## src/rtl/pms_pkg.sv

```systemverilog
package pms_pkg;

   typedef enum logic [2:0] {
      ST_SHDN   = 3'd0,
      ST_IDLE   = 3'd1,
      ST_START  = 3'd2,
      ST_REG    = 3'd3,
      ST_THERM  = 3'd4,
      ST_UVSTOP = 3'd5
   } pms_state_t;

   // bit positions inside the synchronised flag vector
   localparam int unsigned F_SHDN      = 0;
   localparam int unsigned F_LDO2_SHDN = 1;
   localparam int unsigned F_BATT      = 2;
   localparam int unsigned F_REGOK     = 3;
   localparam int unsigned F_FLOOR     = 4;
   localparam int unsigned F_MIN       = 5;
   localparam int unsigned F_HOT       = 6;
   localparam int unsigned F_COOL      = 7;
   localparam int unsigned F_PWM       = 8;
   localparam int unsigned FLAG_W      = 9;

   // both shutdown flags come out of reset asserted (safe side)
   localparam logic [FLAG_W-1:0] FLAG_RST = 9'b0_0000_0011;

endpackage

```

## src/rtl/pms_sync.sv

```systemverilog
module pms_sync #(
   parameter int unsigned     W       = 1,
   parameter int unsigned     STAGES  = 2,
   parameter logic [W-1:0]    RST_VAL = '0
) (
   input  logic         clk,
   input  logic         rst_n,
   input  logic [W-1:0] d,
   output logic [W-1:0] q
);

   if (STAGES < 2) begin : g_bad_stages
      $error("pms_sync: STAGES must be at least 2");
   end
   if (W < 1) begin : g_bad_width
      $error("pms_sync: W must be at least 1");
   end

   logic [W-1:0] stg [STAGES];

   for (genvar i = 0; i < STAGES; i++) begin : g_stage
      if (i == 0) begin : g_first
         always_ff @(posedge clk or negedge rst_n) begin
            if (!rst_n) stg[i] <= RST_VAL;
            else        stg[i] <= d;
         end
      end else begin : g_next
         always_ff @(posedge clk or negedge rst_n) begin
            if (!rst_n) stg[i] <= RST_VAL;
            else        stg[i] <= stg[i-1];
         end
      end
   end

   assign q = stg[STAGES-1];

endmodule

```

## src/rtl/pms_fsm.sv

```systemverilog
module pms_fsm
   import pms_pkg::*;
#(
   parameter bit THERM_PWM_ONLY = 1'b1
) (
   input  logic              clk,
   input  logic              rst_n,
   input  logic [FLAG_W-1:0] flg,
   output pms_state_t        st_q
);

   logic therm_trip;
   pms_state_t st_d;

   // thermal trip arming: PWM-only or always
   if (THERM_PWM_ONLY) begin : g_trip_pwm
      assign therm_trip = flg[F_HOT] & flg[F_PWM];
   end else begin : g_trip_any
      assign therm_trip = flg[F_HOT];
   end

   always_comb begin
      st_d = st_q;
      if (flg[F_SHDN]) begin
         st_d = ST_SHDN;
      end else begin
         unique case (st_q)
            ST_SHDN:   st_d = ST_IDLE;
            ST_IDLE:   if (flg[F_BATT]) st_d = ST_START;
            ST_START: begin
               if (!flg[F_BATT])      st_d = ST_IDLE;
               else if (flg[F_REGOK]) st_d = ST_REG;
            end
            ST_REG: begin
               if (flg[F_MIN])        st_d = ST_UVSTOP;
               else if (flg[F_FLOOR]) st_d = ST_START;
               else if (therm_trip)   st_d = ST_THERM;
            end
            ST_THERM:  if (flg[F_COOL]) st_d = ST_START;
            ST_UVSTOP: if (!flg[F_MIN] && flg[F_BATT]) st_d = ST_START;
            default:   st_d = ST_SHDN;
         endcase
      end
   end

   always_ff @(posedge clk or negedge rst_n) begin
      if (!rst_n) st_q <= ST_SHDN;
      else        st_q <= st_d;
   end

endmodule

```

## src/rtl/pms_outdec.sv

```systemverilog
module pms_outdec
   import pms_pkg::*;
(
   input  logic       clk,
   input  logic       rst_n,
   input  pms_state_t st_q,
   input  logic       ldo2_shdn_s,
   output logic       osc_en,
   output logic       ctrl_en,
   output logic       ldo1_en,
   output logic       ldo2_en
);

   logic osc_d, ctrl_d, ldo1_d, ldo2_d;

   always_comb begin
      osc_d  = (st_q == ST_START);
      ctrl_d = (st_q == ST_REG);
      ldo1_d = (st_q != ST_SHDN) && (st_q != ST_THERM);
      ldo2_d = !ldo2_shdn_s && (st_q != ST_THERM);
   end

   always_ff @(posedge clk or negedge rst_n) begin
      if (!rst_n) begin
         osc_en  <= 1'b0;
         ctrl_en <= 1'b0;
         ldo1_en <= 1'b0;
         ldo2_en <= 1'b0;
      end else begin
         osc_en  <= osc_d;
         ctrl_en <= ctrl_d;
         ldo1_en <= ldo1_d;
         ldo2_en <= ldo2_d;
      end
   end

endmodule

```

## src/rtl/pwr_mode_sup.sv

```systemverilog
module pwr_mode_sup
   import pms_pkg::*;
#(
   parameter int unsigned SYNC_STAGES    = 2,
   parameter bit          THERM_PWM_ONLY = 1'b1
) (
   input  logic clk,
   input  logic rst_n,
   input  logic shdn_main,
   input  logic shdn_ldo2,
   input  logic batt_ok,
   input  logic out_reg_ok,
   input  logic out_below_floor,
   input  logic out_below_min,
   input  logic temp_hot,
   input  logic temp_cool,
   input  logic pwm_mode,
   output logic osc_en,
   output logic ctrl_en,
   output logic ldo1_en,
   output logic ldo2_en
);

   logic [FLAG_W-1:0] flg_raw;
   logic [FLAG_W-1:0] flg_s;
   logic              shdn_s;
   pms_state_t        st_q;

   always_comb begin
      flg_raw              = '0;
      flg_raw[F_SHDN]      = shdn_main;
      flg_raw[F_LDO2_SHDN] = shdn_ldo2;
      flg_raw[F_BATT]      = batt_ok;
      flg_raw[F_REGOK]     = out_reg_ok;
      flg_raw[F_FLOOR]     = out_below_floor;
      flg_raw[F_MIN]       = out_below_min;
      flg_raw[F_HOT]       = temp_hot;
      flg_raw[F_COOL]      = temp_cool;
      flg_raw[F_PWM]       = pwm_mode;
   end

   pms_sync #(
      .W       (FLAG_W),
      .STAGES  (SYNC_STAGES),
      .RST_VAL (FLAG_RST)
   ) u_sync (
      .clk   (clk),
      .rst_n (rst_n),
      .d     (flg_raw),
      .q     (flg_s)
   );

   assign shdn_s = flg_s[F_SHDN];

   pms_fsm #(
      .THERM_PWM_ONLY (THERM_PWM_ONLY)
   ) u_fsm (
      .clk   (clk),
      .rst_n (rst_n),
      .flg   (flg_s),
      .st_q  (st_q)
   );

   pms_outdec u_out (
      .clk         (clk),
      .rst_n       (rst_n),
      .st_q        (st_q),
      .ldo2_shdn_s (flg_s[F_LDO2_SHDN]),
      .osc_en      (osc_en),
      .ctrl_en     (ctrl_en),
      .ldo1_en     (ldo1_en),
      .ldo2_en     (ldo2_en)
   );

endmodule

```

## config.mk

```make
export PLATFORM = sky130hd
export DESIGN_NAME = pwr_mode_sup
export DESIGN_NICKNAME = d
export VERILOG_FILES = /design/src/rtl/pms_pkg.sv /design/src/rtl/pms_sync.sv /design/src/rtl/pms_fsm.sv /design/src/rtl/pms_outdec.sv /design/src/rtl/pwr_mode_sup.sv
export SDC_FILE = /design/constraint.sdc
export NUM_CORES = 1
export LEC_CHECK = 0
export ABC_AREA = 1
export ABC_CLOCK_PERIOD_IN_PS = 1390
export BUFFER_PORTS_ARGS = -buffer_cell sky130_fd_sc_hd__buf_2
export CAP_MARGIN = 40
export CORE_UTILIZATION = 47
export CTS_CLUSTER_SIZE = 24
export DETAILED_ROUTE_END_ITERATION = 16
export GPL_TIMING_DRIVEN = 0
export PLACE_DENSITY = 0.69
export SYNTH_ARGS = -nofsm -noshare
export SYNTH_HDL_FRONTEND = slang
export SYNTH_SLANG_ARGS = --single-unit
```

## constraint.sdc

```tcl
create_clock -name clk -period 1.39 [get_ports clk]
set_clock_uncertainty 0.15 [all_clocks]
set_input_delay 0.139 -clock clk [delete_from_list [all_inputs] [get_ports clk]]
set_output_delay 0.139 -clock clk [all_outputs]
set_load 0.01 [all_outputs]
```

# After elaboration in Yosys (flattened, before gate mapping)
# Index checks and enable logic that the tools add are counted.
[word_totals] word_cells=37 ff_bits=25 out_inout_bits=4
[op_classes] n_eq_ne=11 reduce_logical=8 muxes=10 bitwise_logic=1
[op_table] cell="$mux W3" n=9
[op_table] cell="$pmux W3 S6" n=1
[op_table] cell="$ne A3 B3 Y1 const B" n=3
[op_table] cell="$eq A3 B2 Y1 const B" n=2
[op_table] cell="$eq A3 B3 Y1 const B" n=2
[op_table] cell="$ne A5 B5 Y1 const B" n=1
[op_table] cell="$reduce_and A5 Y1" n=1
[op_table] cell="$ne A4 B4 Y1 const B" n=1
[op_table] cell="$eq A3 B1 Y1 const B" n=1
[op_table] cell="$logic_and A1 B1 Y1" n=3
[op_table] cell="$logic_not A3 Y1" n=1
[op_table] cell="$ne A3 B2 Y1 const B" n=1
[op_table] cell="$reduce_bool A3 Y1" n=1
[op_table] cell="$logic_not A1 Y1" n=2
[op_table] cell="$and A1 B1 Y1" n=1

# Depth between registers and ports, before layout
# Gate-level depths: netlist of run 1.
[depth] ltp_word=6 mapped_depth=9

# Modules after synthesis
# From an unflattened synthesis of run 1, not the netlist that was laid out.
[unflattened] cells_unflattened=85 area_unflattened_um2=939.7
[by_module_without_submodules] mod="pms_sync" instances=1 seq_area_each_um2=455.4 area_per_inst_um2=523.0 cells_each=27
[by_module_without_submodules] mod="pms_fsm" instances=1 seq_area_each_um2=75.1 area_per_inst_um2=281.5 cells_each=47
[by_module_without_submodules] mod="pms_outdec" instances=1 seq_area_each_um2=100.1 area_per_inst_um2=135.1 cells_each=11

# Worst setup path after synthesis of run 1
# Ideal clock, no wire load.
[synth_path] path_kind="flip-flop to flip-flop" start="register u_sync.stg, in the netlist u_sync.q[0]" end="register u_fsm.st_q[0]" setup_time_ns=0.065 path_buffers=0 arrival_ns=1.024 path_slack_ns=0.150 stages_incl_launch_ff=7 required_ns=1.175 cell_sequence="dfstp_2 nor2_1 nand4_1 nand2_1 nor2_1 nand3_1 nand2_1"
[synth_between] elab_chain_len=2 elab_cells_between_ends=7 cone_classes="eq/ne (5); mux (1); reduce/logical (1)"
[synth_rtl] item="start, declared" line_no="pms_sync.sv:19" source="logic [W-1:0] stg [STAGES];"
[synth_rtl] item="start signal, assigned by index" line_no="pms_sync.sv:30" source="else stg[i] <= stg[i-1];"
[synth_rtl] item="$ne A5 B5 Y1 (no source line) (tied with other cells)"
[synth_rtl] item="$reduce_and A5 Y1 (no source line)"
[synth_rtl] item="end signal, assigned" line_no="pms_fsm.sv:48" source="else st_q <= st_d;"
[synth_rtl] item="end, declared" line_no="pms_fsm.sv:9" source="output pms_state_t st_q"
# Several ways; a longest one is shown, not always the timed one.
# A chain may end at the register's enable or synchronous reset.

# Worst setup path after layout of run 1
[layout_path] start="register u_fsm.st_q[2]" end="register u_fsm.st_q[1]"
[layout_between] elab_chain_len=3 elab_cells_between_ends=14 cone_classes="eq/ne (10); mux (2); reduce/logical (2)"
[layout_rtl] item="$eq A3 B2 Y1 (tied with other cells)" line_no="pms_fsm.sv:27" source="unique case (st_q)"
[layout_rtl] item="$ne A5 B5 Y1 (no source line) (tied with other cells)"
[layout_rtl] item="$reduce_and A5 Y1 (no source line) or $mux W3 (tied branches)"
# Several ways; a longest one is shown, not always the timed one.

==> reports/results.tsv, run 1 <==
stage	metric	value	unit
timing	Final Worst Setup Slack	72.0	ps
routing	Pre-antenna DRT Iters	4	
die	Std-Cell Rows	15	
critical_path	Startpoint Class	register	
cts	clock tree root buffer cell	sky130_fd_sc_hd__clkbuf_4	
status	status	completed	
die	area of the core	1750	sq um
synthesis	cell types occupying the most area after synthesis	sky130_fd_sc_hd__dfrtp_1, sky130_fd_sc_hd__dfstp_2, sky130_fd_sc_hd__nand2_1	
die	starting density of the core	0.503	
timing	Hold Violations, Final	0	
timing	Final TNS setup	0	ps
critical_path	CP Capture Type	register	
synthesis	synthesized netlist net count	89	
cells_and_area	Inserted Diodes	0	
synthesis	syn avg cell area	11.3	sq um
critical_path	Worst Setup Path Type	reg -> reg	
critical_path	longest individual stage delay on the worst path	390	ps
placement	gp weighted congestion	0.759	
synthesis	synthesized instance count	78	
routing	drt initial violations	3	
cells_and_area	combined area of the multi-input logic cells	223	sq um
global_routing	via count of the first global-routing pass	480	
cells_and_area	Filler Cell Count	142	
synthesis	flip-flop cell with the highest count after synthesis	sky130_fd_sc_hd__dfrtp_1	
routing	detailed-route wire length per cell	9.65	um
critical_path	critical path's most frequent cell	sky130_fd_sc_hd__nand2_1	
synthesis	Syn. warnings	0	
global_routing	total track usage	0.143	
cells_and_area	Sequential Area	633	sq um
global_routing	wire length of the first global-routing pass	2.03	mm
global_routing	pin count of the biggest net entering global routing	26	
cells_and_area	fin nets	120	
cts	clock insertion delay at the later pin of the skew report	300	ps
routing	DRC errors left	0	
power_and_ir_drop	reported leakage power	0.571	nW
synthesis	count of state elements after synthesis	25	
timing	Pins Over Slew Limit	0	
hold_path	worst min-delay path category	in -> async	
cts	CTS tree	yes	
critical_path	largest fanout on the critical path	8	
die	area of the die	2050	sq um
critical_path	critical-path cell with the highest stage delay	sky130_fd_sc_hd__dfrtp_1	
synthesis	number of synthesized flops with an enable pin	0	
cells_and_area	cell area after layout	1150	sq um
cells_and_area	end-of-flow core utilization	0.657	
routing	number of nets with antenna violations after detailed routing	0	
power_and_ir_drop	power density normalized to cell area	1310	nW/um^2
cells_and_area	proportion of layout cells with a drive suffix above 1	0.361	
synthesis	cell with the most instances after synthesis	sky130_fd_sc_hd__dfrtp_1	
placement	HPWL after DPL	808	um
synthesis	Post-synth top cells	sky130_fd_sc_hd__dfrtp_1, sky130_fd_sc_hd__nand2_1, sky130_fd_sc_hd__nand3_1	
synthesis	area fraction of the dominant cell type after synthesis	0.598	
cells_and_area	Area Overhead vs Synth	30.6	%
routing	wire length reported by the detailed router	1.28	mm
run	Maximum Capacitance Violations	0	
timing	Slew HR	0.660	
global_routing	initial antenna violation count	0	
power_and_ir_drop	VDD IR max	0.886	mV
cts	maximum level of the CTS H-tree	1	
die	I/O pins	15	
synthesis	proportion of register bits with asynchronous set or reset after synthesis	1.00	
timing	slew at the pin closest to its max-slew limit	510	ps
synthesis	fraction of the yosys area taken by sequential cells	0.718	
routing	total vias in the final route	595	
routing	Via density	4.47	
global_routing	global-route congestion overflow total	0	
synthesis	largest area contributor in the synthesized netlist	sky130_fd_sc_hd__dfrtp_1	
cts	maximum clock path buffer count	2	
timing	part of the cycle the worst path needs	0.948	
synthesis	count of distinct cell types in the synthesized netlist	16	
cts	clk sinks	25	
critical_path	cells along the critical path	buf_6 > buf_4 > nand4_1 > nand2_1 > nor2_4 > nand3_1 > nand2_1	
placement	total of buffers placed on input and output ports	14	
cts	CTS Buf Count	3	
cts	CTS clk-pin slew, worst paths	120	ps
timing	achievable clock frequency	759	MHz
critical_path	data required time of the worst path	1480	ps
placement	pre-CTS setup slack	44.0	ps
critical_path	data arrival at the endpoint of the critical path	1410	ps
die	Die Ht	45.2	um
die	die outline width	45.2	um
timing	Final Critical Period	1320	ps
synthesis	total standard cell area after synthesis	878	sq um
placement	dpl cell area	980	sq um
timing	endpoints failing setup	0	
## state kept, by name, indices dropped and copies added, names as in the netlist
signal,count
u_fsm.st_q,3
u_out.ldo2_en,1
u_sync.stg,9
u_out.osc_en,1
u_out.ldo1_en,1
u_out.ctrl_en,1
u_sync.q,9
## cell families (layout without fill, tap and decap cells)
logic type | Yosys count | after routing | synth area share
simple gates | 39 | 39 | 0.214
flops | 25 | 25 | 0.718
buf+inv | 11 | 41 | 0.0513
compound gates | 3 | 3 | 0.0171
## per-layer routing
| layer | up-vias | global-route usage | wire, um |
|---|---|---|---|
| li1 | 307 | - | - |
| met5 | - | 0 | 0 |
| met3 | 2 | 0.0240 | 33 |
| met4 | 0 | 0.0909 | 13 |
| met1 | 275 | 0.198 | 604 |
| met2 | 11 | 0.209 | 630 |
## worst max-delay path, delay by kind of cell (launching register included)
kind	cells	cell delay [ps]
buf+inv	2	280
simple gates	5	440
flops	1	390
## metrics by stage
step	hold slack, ps	instances	total power, W
after detailed placement	-4.20	117	0.00116
after global placement	-11.0	117	0.00115
final	179	133	0.00150
after global routing	208	133	0.00160
after floorplan	-307	78	0.00106
after CTS	191	131	0.00148
## layout by cell type, fill, tap and decap left out, types with 2 or more instances in the layout
cell type / instances
sky130_fd_sc_hd__nand2_2: 2
sky130_fd_sc_hd__a21oi_1: 3
sky130_fd_sc_hd__dfrtp_1: 19
sky130_fd_sc_hd__clkbuf_4: 3
sky130_fd_sc_hd__nor2_1: 4
sky130_fd_sc_hd__inv_1: 5
sky130_fd_sc_hd__nor2_2: 3
sky130_fd_sc_hd__dfrtp_2: 2
sky130_fd_sc_hd__buf_4: 2
sky130_fd_sc_hd__dlygate4sd3_1: 10
sky130_fd_sc_hd__nand3_1: 8
sky130_fd_sc_hd__dfstp_2: 4
sky130_fd_sc_hd__inv_2: 4
sky130_fd_sc_hd__nor2_4: 2
sky130_fd_sc_hd__nand2_1: 13
sky130_fd_sc_hd__nand3_2: 2
sky130_fd_sc_hd__buf_2: 14
sky130_fd_sc_hd__nand4_1: 3
## power by group
part           internal [W]  switching (W)  total, W
logic              0.000136       0.000199  0.000336
clock network      0.000112       0.000184  0.000296
registers          0.000817      0.0000505  0.000867
## path summary, 6_finish.rpt
check	start	to	slack [ps]	depth (start not counted)
min in group clk	u_sync.stg[16]$_DFF_PN0_	u_sync.q[7]$_DFF_PN0_	210	0
min reg2reg	u_sync.stg[16]$_DFF_PN0_	u_sync.q[7]$_DFF_PN0_	210	0
max reg2reg	u_fsm.st_q[2]$_DFFE_PN0P_	u_fsm.st_q[1]$_DFFE_PN0P_	70	7
max	u_fsm.st_q[2]$_DFFE_PN0P_	u_fsm.st_q[1]$_DFFE_PN0P_	70	7
max in group asynchronous	rst_n	u_fsm.st_q[0]$_DFFE_PN0P_	550	2
min	rst_n	u_out.osc_en$_DFF_PN0_	180	2
## area by class of cell
class / count / share of cell area
repair buffers: 26 / 0.161
plain buffers: 1 / 0.00981
clock buffers: 4 / 0.0229
inverters: 10 / 0.0327
flip-flops and latches: 25 / 0.552
well taps: 25 / 0.0273
multi-input cells: 42 / 0.194
## repair_timing
action	4_1_cts	5_1_grt
gates resized for setup	0	12
buffers inserted	0	2
hold endpoints to repair	34	0
hold buffers	10	0
endpoints found under the setup margin	0	3
(Power assumes the default switching activity.)
==> run 2: changes to the inputs <==
ABC_AREA = unset   (was 1)
CORE_UTILIZATION = 41   (was 47)
PLACE_DENSITY = unset   (was 0.69)
==> run 2 against run 1 <==
  * Flip-flop and latch count unchanged
  * Synthesized cell count down 23%
  * First-iteration DRC count up 130%
  * Critical endpoint is now u_fsm.st_q[0]$_DFFE_PN0P_
  * Largest power group unchanged
  * Critical path depth down 3
  * Utilization down 7.9 points
==> reports/results.tsv, run 2 <==
stage	metric	value	unit	change
status	status	completed		unchanged
die	Die Ht	48.2	um	was 45.2 um
critical_path	longest individual stage delay on the worst path	400	ps	was 390 ps
routing	total vias in the final route	562		was 595
synthesis	number of synthesized flops with an enable pin	0		unchanged
routing	uppermost signal routing layer after detailed routing	met4		unchanged
cts	clock insertion delay at the later pin of the skew report	300	ps	about the same
global_routing	total track usage	0.135		was 0.143
cells_and_area	final standard cell count with taps included and fillers excluded	118		was 133
cells_and_area	Inserted Diodes	0		unchanged
critical_path	data arrival at the endpoint of the critical path	1460	ps	was 1410 ps
power_and_ir_drop	internal power of the cells	0.00101	W	was 0.00107 W
power_and_ir_drop	VDD IR max	0.752	mV	was 0.886 mV
synthesis	total standard cell area after synthesis	876	sq um	was 878 sq um
cells_and_area	most frequent cells in the layout	sky130_fd_sc_hd__dfrtp_1, sky130_fd_sc_hd__buf_2, sky130_fd_sc_hd__dlygate4sd3_1		was sky130_fd_sc_hd__dfrtp_1, sky130_fd_sc_hd__buf_2, sky130_fd_sc_hd__nand2_1
cells_and_area	Filler Cell Count	168		was 142
die	I/O pins	15		unchanged
critical_path	cell depth of the worst flop-to-flop path	4		was 7
routing	Via density	4.76		was 4.47
critical_path	critical-path cell with the highest stage delay	sky130_fd_sc_hd__dfrtp_1		unchanged
placement	placed cells	101		was 117
timing	Final Critical Period	1380	ps	was 1320 ps
timing	slew at the pin closest to its max-slew limit	524	ps	was 510 ps
cts	clk sinks	25		unchanged
placement	HPWL after DPL	802	um	was 808 um
cells_and_area	combined area of the multi-input logic cells	229	sq um	was 223 sq um
timing	Slew HR	0.651		was 0.660
power_and_ir_drop	clock network fraction of total power	0.227		was 0.197
synthesis	cell types occupying the most area after synthesis	sky130_fd_sc_hd__dfrtp_1, sky130_fd_sc_hd__dfstp_2, sky130_fd_sc_hd__o32ai_1		was sky130_fd_sc_hd__dfrtp_1, sky130_fd_sc_hd__dfstp_2, sky130_fd_sc_hd__nand2_1
placement	total of buffers placed on input and output ports	14		unchanged
synthesis	syn avg cell area	14.6	sq um	was 11.3 sq um
routing	DRC errors left	0		unchanged
timing	achievable clock frequency	725	MHz	was 759 MHz
synthesis	synthesized instance count	60		was 78
cts	CTS tree	yes		unchanged
cells_and_area	end-of-flow core utilization	0.578		was 0.657
power_and_ir_drop	overall power after layout	0.00132	W	was 0.00150 W
die	area of the core	1980	sq um	was 1750 sq um
die	starting density of the core	0.442		was 0.503
timing	Hold Violations, Final	0		unchanged
power_and_ir_drop	reported leakage power	0.535	nW	was 0.571 nW
global_routing	via count of the first global-routing pass	500		was 480
routing	post-route met1 wirelength	545	um	was 604 um
global_routing	wire length of the first global-routing pass	2.05	mm	was 2.03 mm
power_and_ir_drop	power share of the combinational group	0.162		was 0.224
critical_path	Startpoint Class	register		unchanged
routing	number of nets with antenna violations after detailed routing	0		unchanged
routing	met3 wirelength from detailed routing	53	um	was 33 um
synthesis	count of state elements after synthesis	25		unchanged
critical_path	data required time of the worst path	1470	ps	was 1480 ps
routing	DR WL met2	618	um	was 630 um
cts	maximum level of the CTS H-tree	1		unchanged
cts	CTS clk-pin slew, worst paths	120	ps	about the same
synthesis	cell with the most instances after synthesis	sky130_fd_sc_hd__dfrtp_1		unchanged
timing	endpoints failing setup	0		unchanged
die	area of the die	2330	sq um	was 2050 sq um
cells_and_area	fin nets	103		was 120
critical_path	largest fanout on the critical path	7		was 8
timing	Final TNS setup	0	ps	unchanged
routing	wire length reported by the detailed router	1.26	mm	was 1.28 mm
cts	clock tree root buffer cell	sky130_fd_sc_hd__clkbuf_4		unchanged
cells_and_area	proportion of layout cells with a drive suffix above 1	0.363		was 0.361
cells_and_area	Sequential Area	631	sq um	was 633 sq um
global_routing	global-route congestion overflow total	0		unchanged
die	die outline width	48.2	um	was 45.2 um
power_and_ir_drop	power density normalized to cell area	1150	nW/um^2	was 1310 nW/um^2
timing	part of the cycle the worst path needs	0.992		was 0.948
critical_path	Worst Setup Path Type	reg -> reg		unchanged
synthesis	fraction of the yosys area taken by sequential cells	0.720		was 0.718
hold_path	worst min-delay path category	in -> async		unchanged
global_routing	pin count of the biggest net entering global routing	26		unchanged
critical_path	reg2reg setup slack	10	ps	was 70 ps
routing	drt initial violations	7		was 3
global_routing	initial antenna violation count	0		unchanged
power_and_ir_drop	part of the total power dissipated in sequential elements	0.610		was 0.579
synthesis	proportion of register bits with asynchronous set or reset after synthesis	1.00		unchanged
synthesis	synthesized netlist net count	71		was 89
critical_path	cells along the critical path	buf_6 > nand2b_4 > or3_4 > o22ai_2		was buf_6 > buf_4 > nand4_1 > nand2_1 > nor2_4 > nand3_1 > nand2_1
synthesis	largest area contributor in the synthesized netlist	sky130_fd_sc_hd__dfrtp_1		unchanged
timing	setup repair after global routing missed its margin	true		
routing	detailed-route wire length per cell	10.7	um	was 9.65 um
routing	Pre-antenna DRT Iters	4		unchanged
die	Std-Cell Rows	16		was 15
cts	CTS Buf Count	3		unchanged
placement	gp weighted congestion	0.770		was 0.759
cts	maximum clock path buffer count	2		unchanged
synthesis	Post-synth top cells	sky130_fd_sc_hd__dfrtp_1, sky130_fd_sc_hd__dfstp_2, sky130_fd_sc_hd__nand2_1		was sky130_fd_sc_hd__dfrtp_1, sky130_fd_sc_hd__nand2_1, sky130_fd_sc_hd__nand3_1
synthesis	count of distinct cell types in the synthesized netlist	29		was 16
power_and_ir_drop	fraction of power spent switching nets	0.232		was 0.289
critical_path	end of the worst register-to-register path	u_fsm.st_q[0]$_DFFE_PN0P_		was u_fsm.st_q[1]$_DFFE_PN0P_
run	Maximum Capacitance Violations	0		unchanged
cells_and_area	Area Overhead vs Synth	30.9	%	was 30.6%
synthesis	flip-flop cell with the highest count after synthesis	sky130_fd_sc_hd__dfrtp_1		unchanged
synthesis	Syn. warnings	0		unchanged
timing	Pins Over Slew Limit	0		unchanged
critical_path	CP Capture Type	register		unchanged
synthesis	area fraction of the dominant cell type after synthesis	0.600		was 0.598
cells_and_area	most common cell after layout, fill and taps aside	sky130_fd_sc_hd__dfrtp_1		unchanged
power_and_ir_drop	net load switching power	0.000306	W	was 0.000434 W
critical_path	beginning of the worst register-to-register path	u_fsm.st_q[1]$_DFFE_PN0P_		was u_fsm.st_q[2]$_DFFE_PN0P_
==> run 2: power groups by stage <==
stage	combinational [W]	sequential (W)	clock [W]
6_report	0.000215	0.000805	0.000300
5_1_grt	0.000239	0.000815	0.000338
4_1_cts	0.000208	0.000806	0.000318
3_5_place_dp	0.000167	0.000818	0
3_3_place_gp	0.000161	0.000817	0
2_1_floorplan	0.000101	0.000822	0
==> run 2: logic make-up (layout without fill, tap and decap cells) <==
family,after synthesis,count (layout),share of synthesized area
DFF,25,25,0.720
buffers and inverters,5,36,0.0343
and+or+nand+nor,18,18,0.140
AOI/OAI and AO/OA,12,12,0.106
==> run 2: worst max-delay path: cells and delay by family (launching register included) <==
| kind | cells | cell delay [ps] |
|---|---|---|
| compound gates | 1 | 110 |
| buf+inv | 1 | 130 |
| flops | 1 | 400 |
| simple gates | 2 | 530 |
==> run 2: timing repair <==
action,CTS,global route
pin swaps,3,2
hold buffers,10,0
gates cloned,1,0
setup endpoints to repair,2,3
resized for setup,3,1
setup buffers,1,1
hold endpoints to repair,30,0
==> run 2: layout make-up <==
type / instances / area share
Clock buffer: 4 / 0.0229
Timing Repair Buffer: 27 / 0.168
Inverter: 3 / 0.00983
Tap cell: 27 / 0.0295
Buffer: 2 / 0.0197
Multi-Input combinational cell: 30 / 0.200
Sequential cell: 25 / 0.550
==> run 2: layer usage <==
metal | global-route usage | up-vias
li1 | - | 267
met5 | 0 | -
met1 | 0.167 | 274
met3 | 0.0222 | 4
met4 | 0.100 | 0
met2 | 0.213 | 17
==> run 2: worst max path at each step <==
| stage | start | slack [ps] | endpoint |
|---|---|---|---|
| after global placement | u_fsm.st_q[0]$_DFFE_PN0P_ | -9 | u_fsm.st_q[1]$_DFFE_PN0P_ |
| after CTS | u_fsm.st_q[0]$_DFFE_PN0P_ | -9 | u_fsm.st_q[0]$_DFFE_PN0P_ |
| after global routing | u_fsm.st_q[0]$_DFFE_PN0P_ | -60 | u_fsm.st_q[1]$_DFFE_PN0P_ |
| after floorplan | u_fsm.st_q[0]$_DFFE_PN0P_ | 70 | u_fsm.st_q[1]$_DFFE_PN0P_ |
| final | u_fsm.st_q[1]$_DFFE_PN0P_ | 10 | u_fsm.st_q[0]$_DFFE_PN0P_ |
| after detailed placement | u_fsm.st_q[0]$_DFFE_PN0P_ | -30 | u_fsm.st_q[1]$_DFFE_PN0P_ |
==> run 2: through the flow <==
stage	instance area [sq um]	worst slack, ps	hold slack (ps)
6_report	1150	10.8	175
5_1_grt	1150	-56.8	218
4_1_cts	1140	-9.11	189
3_5_place_dp	980	-33.7	1.97
3_3_place_gp	980	-9.10	-7.36
2_1_floorplan	876	66.3	-307
==> run 3: changes to the inputs <==
PLACE_DENSITY = 0.67   (was unset)
==> run 3 against run 2 <==
  * Total power down 0.53%
  * Sequential power about the same
  * Die area unchanged
  * Via count down 5.3%
  * Critical path depth down 1
  * Non-clock buffer count down 1
  * Combinational power down 3%
  * First-iteration DRC count down 86%
  * Utilization down 0.32 points
==> reports/results.tsv, run 3 (synthesis results as in run 2) <==
stage	metric	value	unit	change
global_routing	total track usage	0.136		was 0.135
cts	CTS clk-pin slew, worst paths	120	ps	about the same
cts	clock tree root buffer cell	sky130_fd_sc_hd__clkbuf_4		unchanged
routing	detailed-route wire length per cell	11.0	um	was 10.7 um
power_and_ir_drop	power density normalized to cell area	1150	nW/um^2	about the same
timing	Slew HR	0.651		about the same
critical_path	longest individual stage delay on the worst path	450	ps	was 400 ps
timing	Hold Violations, Final	0		unchanged
cells_and_area	fin nets	102		was 103
routing	total vias in the final route	532		was 562
routing	DR WL met2	639	um	was 618 um
cts	maximum level of the CTS H-tree	1		unchanged
timing	achievable clock frequency	723	MHz	was 725 MHz
routing	Via density	4.55		was 4.76
cells_and_area	Inserted Diodes	0		unchanged
critical_path	Startpoint Class	register		unchanged
cts	clock insertion delay at the later pin of the skew report	300	ps	about the same
cells_and_area	most common cell after layout, fill and taps aside	sky130_fd_sc_hd__dfrtp_1		unchanged
critical_path	crit path from	u_sync.q[2]$_DFF_PN0_		was u_fsm.st_q[1]$_DFFE_PN0P_
placement	total of buffers placed on input and output ports	14		unchanged
routing	drt initial violations	1		was 7
status	status	completed		unchanged
critical_path	Worst Setup Path Type	reg -> reg		unchanged
run	Maximum Capacitance Violations	0		unchanged
critical_path	CP Capture Type	register		unchanged
power_and_ir_drop	VDD IR max	0.819	mV	was 0.752 mV
placement	gp weighted congestion	0.849		was 0.770
die	I/O pins	15		unchanged
die	starting density of the core	0.442		unchanged
power_and_ir_drop	reported leakage power	0.533	nW	was 0.535 nW
timing	endpoints failing setup	0		unchanged
placement	dpl cell area	980	sq um	unchanged
timing	Final Critical Period	1380	ps	about the same
critical_path	critical-path cell with the highest stage delay	sky130_fd_sc_hd__dfrtp_1		unchanged
cells_and_area	Filler Cell Count	165		was 168
hold_path	worst min-delay path category	in -> async		unchanged
die	Std-Cell Rows	16		unchanged
cells_and_area	cell area after layout	1140	sq um	was 1150 sq um
critical_path	largest fanout on the critical path	6		was 7
cells_and_area	Area Overhead vs Synth	30.1	%	was 30.9%
critical_path	cells along the critical path	and3b_1 > or3_4 > o22ai_2		was buf_6 > nand2b_4 > or3_4 > o22ai_2
global_routing	via count of the first global-routing pass	527		was 500
cts	CTS Buf Count	3		unchanged
global_routing	pin count of the biggest net entering global routing	26		unchanged
timing	slew at the pin closest to its max-slew limit	524	ps	about the same
routing	number of nets with antenna violations after detailed routing	0		unchanged
critical_path	data required time of the worst path	1470	ps	about the same
cells_and_area	proportion of layout cells with a drive suffix above 1	0.367		was 0.363
die	area of the core	1980	sq um	unchanged
placement	placed cells	101		unchanged
die	Die Ht	48.2	um	unchanged
critical_path	end of the worst register-to-register path	u_fsm.st_q[0]$_DFFE_PN0P_		unchanged
global_routing	initial antenna violation count	0		unchanged
cts	clk sinks	25		unchanged
critical_path	data arrival at the endpoint of the critical path	1470	ps	was 1460 ps
timing	part of the cycle the worst path needs	0.995		was 0.992
routing	Pre-antenna DRT Iters	2		was 4
global_routing	global-route congestion overflow total	0		unchanged
cts	maximum clock path buffer count	2		unchanged
die	die outline width	48.2	um	unchanged
routing	met3 wirelength from detailed routing	51	um	was 53 um
critical_path	cell depth of the worst flop-to-flop path	3		was 4
routing	wire length reported by the detailed router	1.28	mm	was 1.26 mm
routing	post-route met1 wirelength	586	um	was 545 um
cells_and_area	end-of-flow core utilization	0.575		was 0.578
timing	setup repair after global routing missed its margin	true		unchanged
die	area of the die	2330	sq um	unchanged
global_routing	wire length of the first global-routing pass	2.09	mm	was 2.05 mm
routing	uppermost signal routing layer after detailed routing	met4		unchanged
cts	CTS tree	yes		unchanged
timing	Pins Over Slew Limit	0		unchanged
critical_path	reg2reg setup slack	7	ps	was 10 ps
cells_and_area	final standard cell count with taps included and fillers excluded	117		was 118
placement	HPWL after DPL	825	um	was 802 um
timing	Final TNS setup	0	ps	unchanged
cells_and_area	most frequent cells in the layout	sky130_fd_sc_hd__dfrtp_1, sky130_fd_sc_hd__buf_2, sky130_fd_sc_hd__dlygate4sd3_1		unchanged
routing	DRC errors left	0		unchanged
critical_path	end point of the critical path	u_fsm.st_q[0]$_DFFE_PN0P_		unchanged
critical_path	beginning of the worst register-to-register path	u_sync.q[2]$_DFF_PN0_		was u_fsm.st_q[1]$_DFFE_PN0P_
==> run 3: cell types whose count changed in the layout (fill, tap and decap cells not counted) <==
cell                       previous run  this run
sky130_fd_sc_hd__clkinv_2             0         1
sky130_fd_sc_hd__clkbuf_1             1         0
sky130_fd_sc_hd__buf_4                3         2
==> run 3: report_power, final <==
group | total, W | leakage (nW) | switching, W | internal (W)
combinational | 0.000208 | 0.220 | 0.0000930 | 0.000115
sequential | 0.000805 | 0.295 | 0.0000235 | 0.000781
clock | 0.000300 | 0.0177 | 0.000193 | 0.000107
total | 0.00131 | 0.533 | 0.000309 | 0.00100
==> run 3: timing repair <==
action	4_1_cts	5_1_grt
pin swaps	2	0
setup endpoints to repair	2	3
gates resized for setup	3	0
endpoints found under the hold margin	34	0
setup buffers	1	1
hold buffers	10	0
gates cloned	0	0
==> run 3: final cells by class <==
type | count | area [sq um] | area share
buffer | 2 | 22.5 | 0.0198
clock buffer | 3 | 22.5 | 0.0198
clock inverter | 1 | 5.00 | 0.00439
inverter | 3 | 11.3 | 0.00988
multi-input combinational | 30 | 229 | 0.201
sequential | 25 | 631 | 0.553
tap | 27 | 33.8 | 0.0296
timing repair buffer | 26 | 185 | 0.162
==> run 3: worst min-delay path by stage <==
stage           from                   endpoint  cells past startpoint
5_1_grt        rst_n     u_out.osc_en$_DFF_PN0_                      2
2_1_floorplan  rst_n  u_fsm.st_q[0]$_DFFE_PN0P_                      0
6_report       rst_n  u_fsm.st_q[1]$_DFFE_PN0P_                      2
4_1_cts        rst_n  u_fsm.st_q[1]$_DFFE_PN0P_                      2
3_3_place_gp   rst_n    u_out.ctrl_en$_DFF_PN0_                      1
3_5_place_dp   rst_n  u_fsm.st_q[1]$_DFFE_PN0P_                      1
==> run 3: layer usage <==
layer  vias to the layer above  track usage
li1                        265            -
met1                       251        0.146
met2                        14        0.248
met3                         2       0.0333
met4                         0       0.0667
met5                         -            0
==> run 3: critical path, delay by kind of cell, from the launching register on <==
family,cells,cell delay [ps]
flops,1,450
compound gates,1,130
simple gates,2,580
==> run 3: stage by stage <==
stage	worst slack, ps	power (W)	hold slack, ps
after floorplan	66.3	0.000923	-307
after global placement	0.914	0.000977	-11.6
after detailed placement	-30.6	0.000984	-3.40
after CTS	0.100	0.00133	178
after global routing	-45.9	0.00139	210
final	6.65	0.00131	175
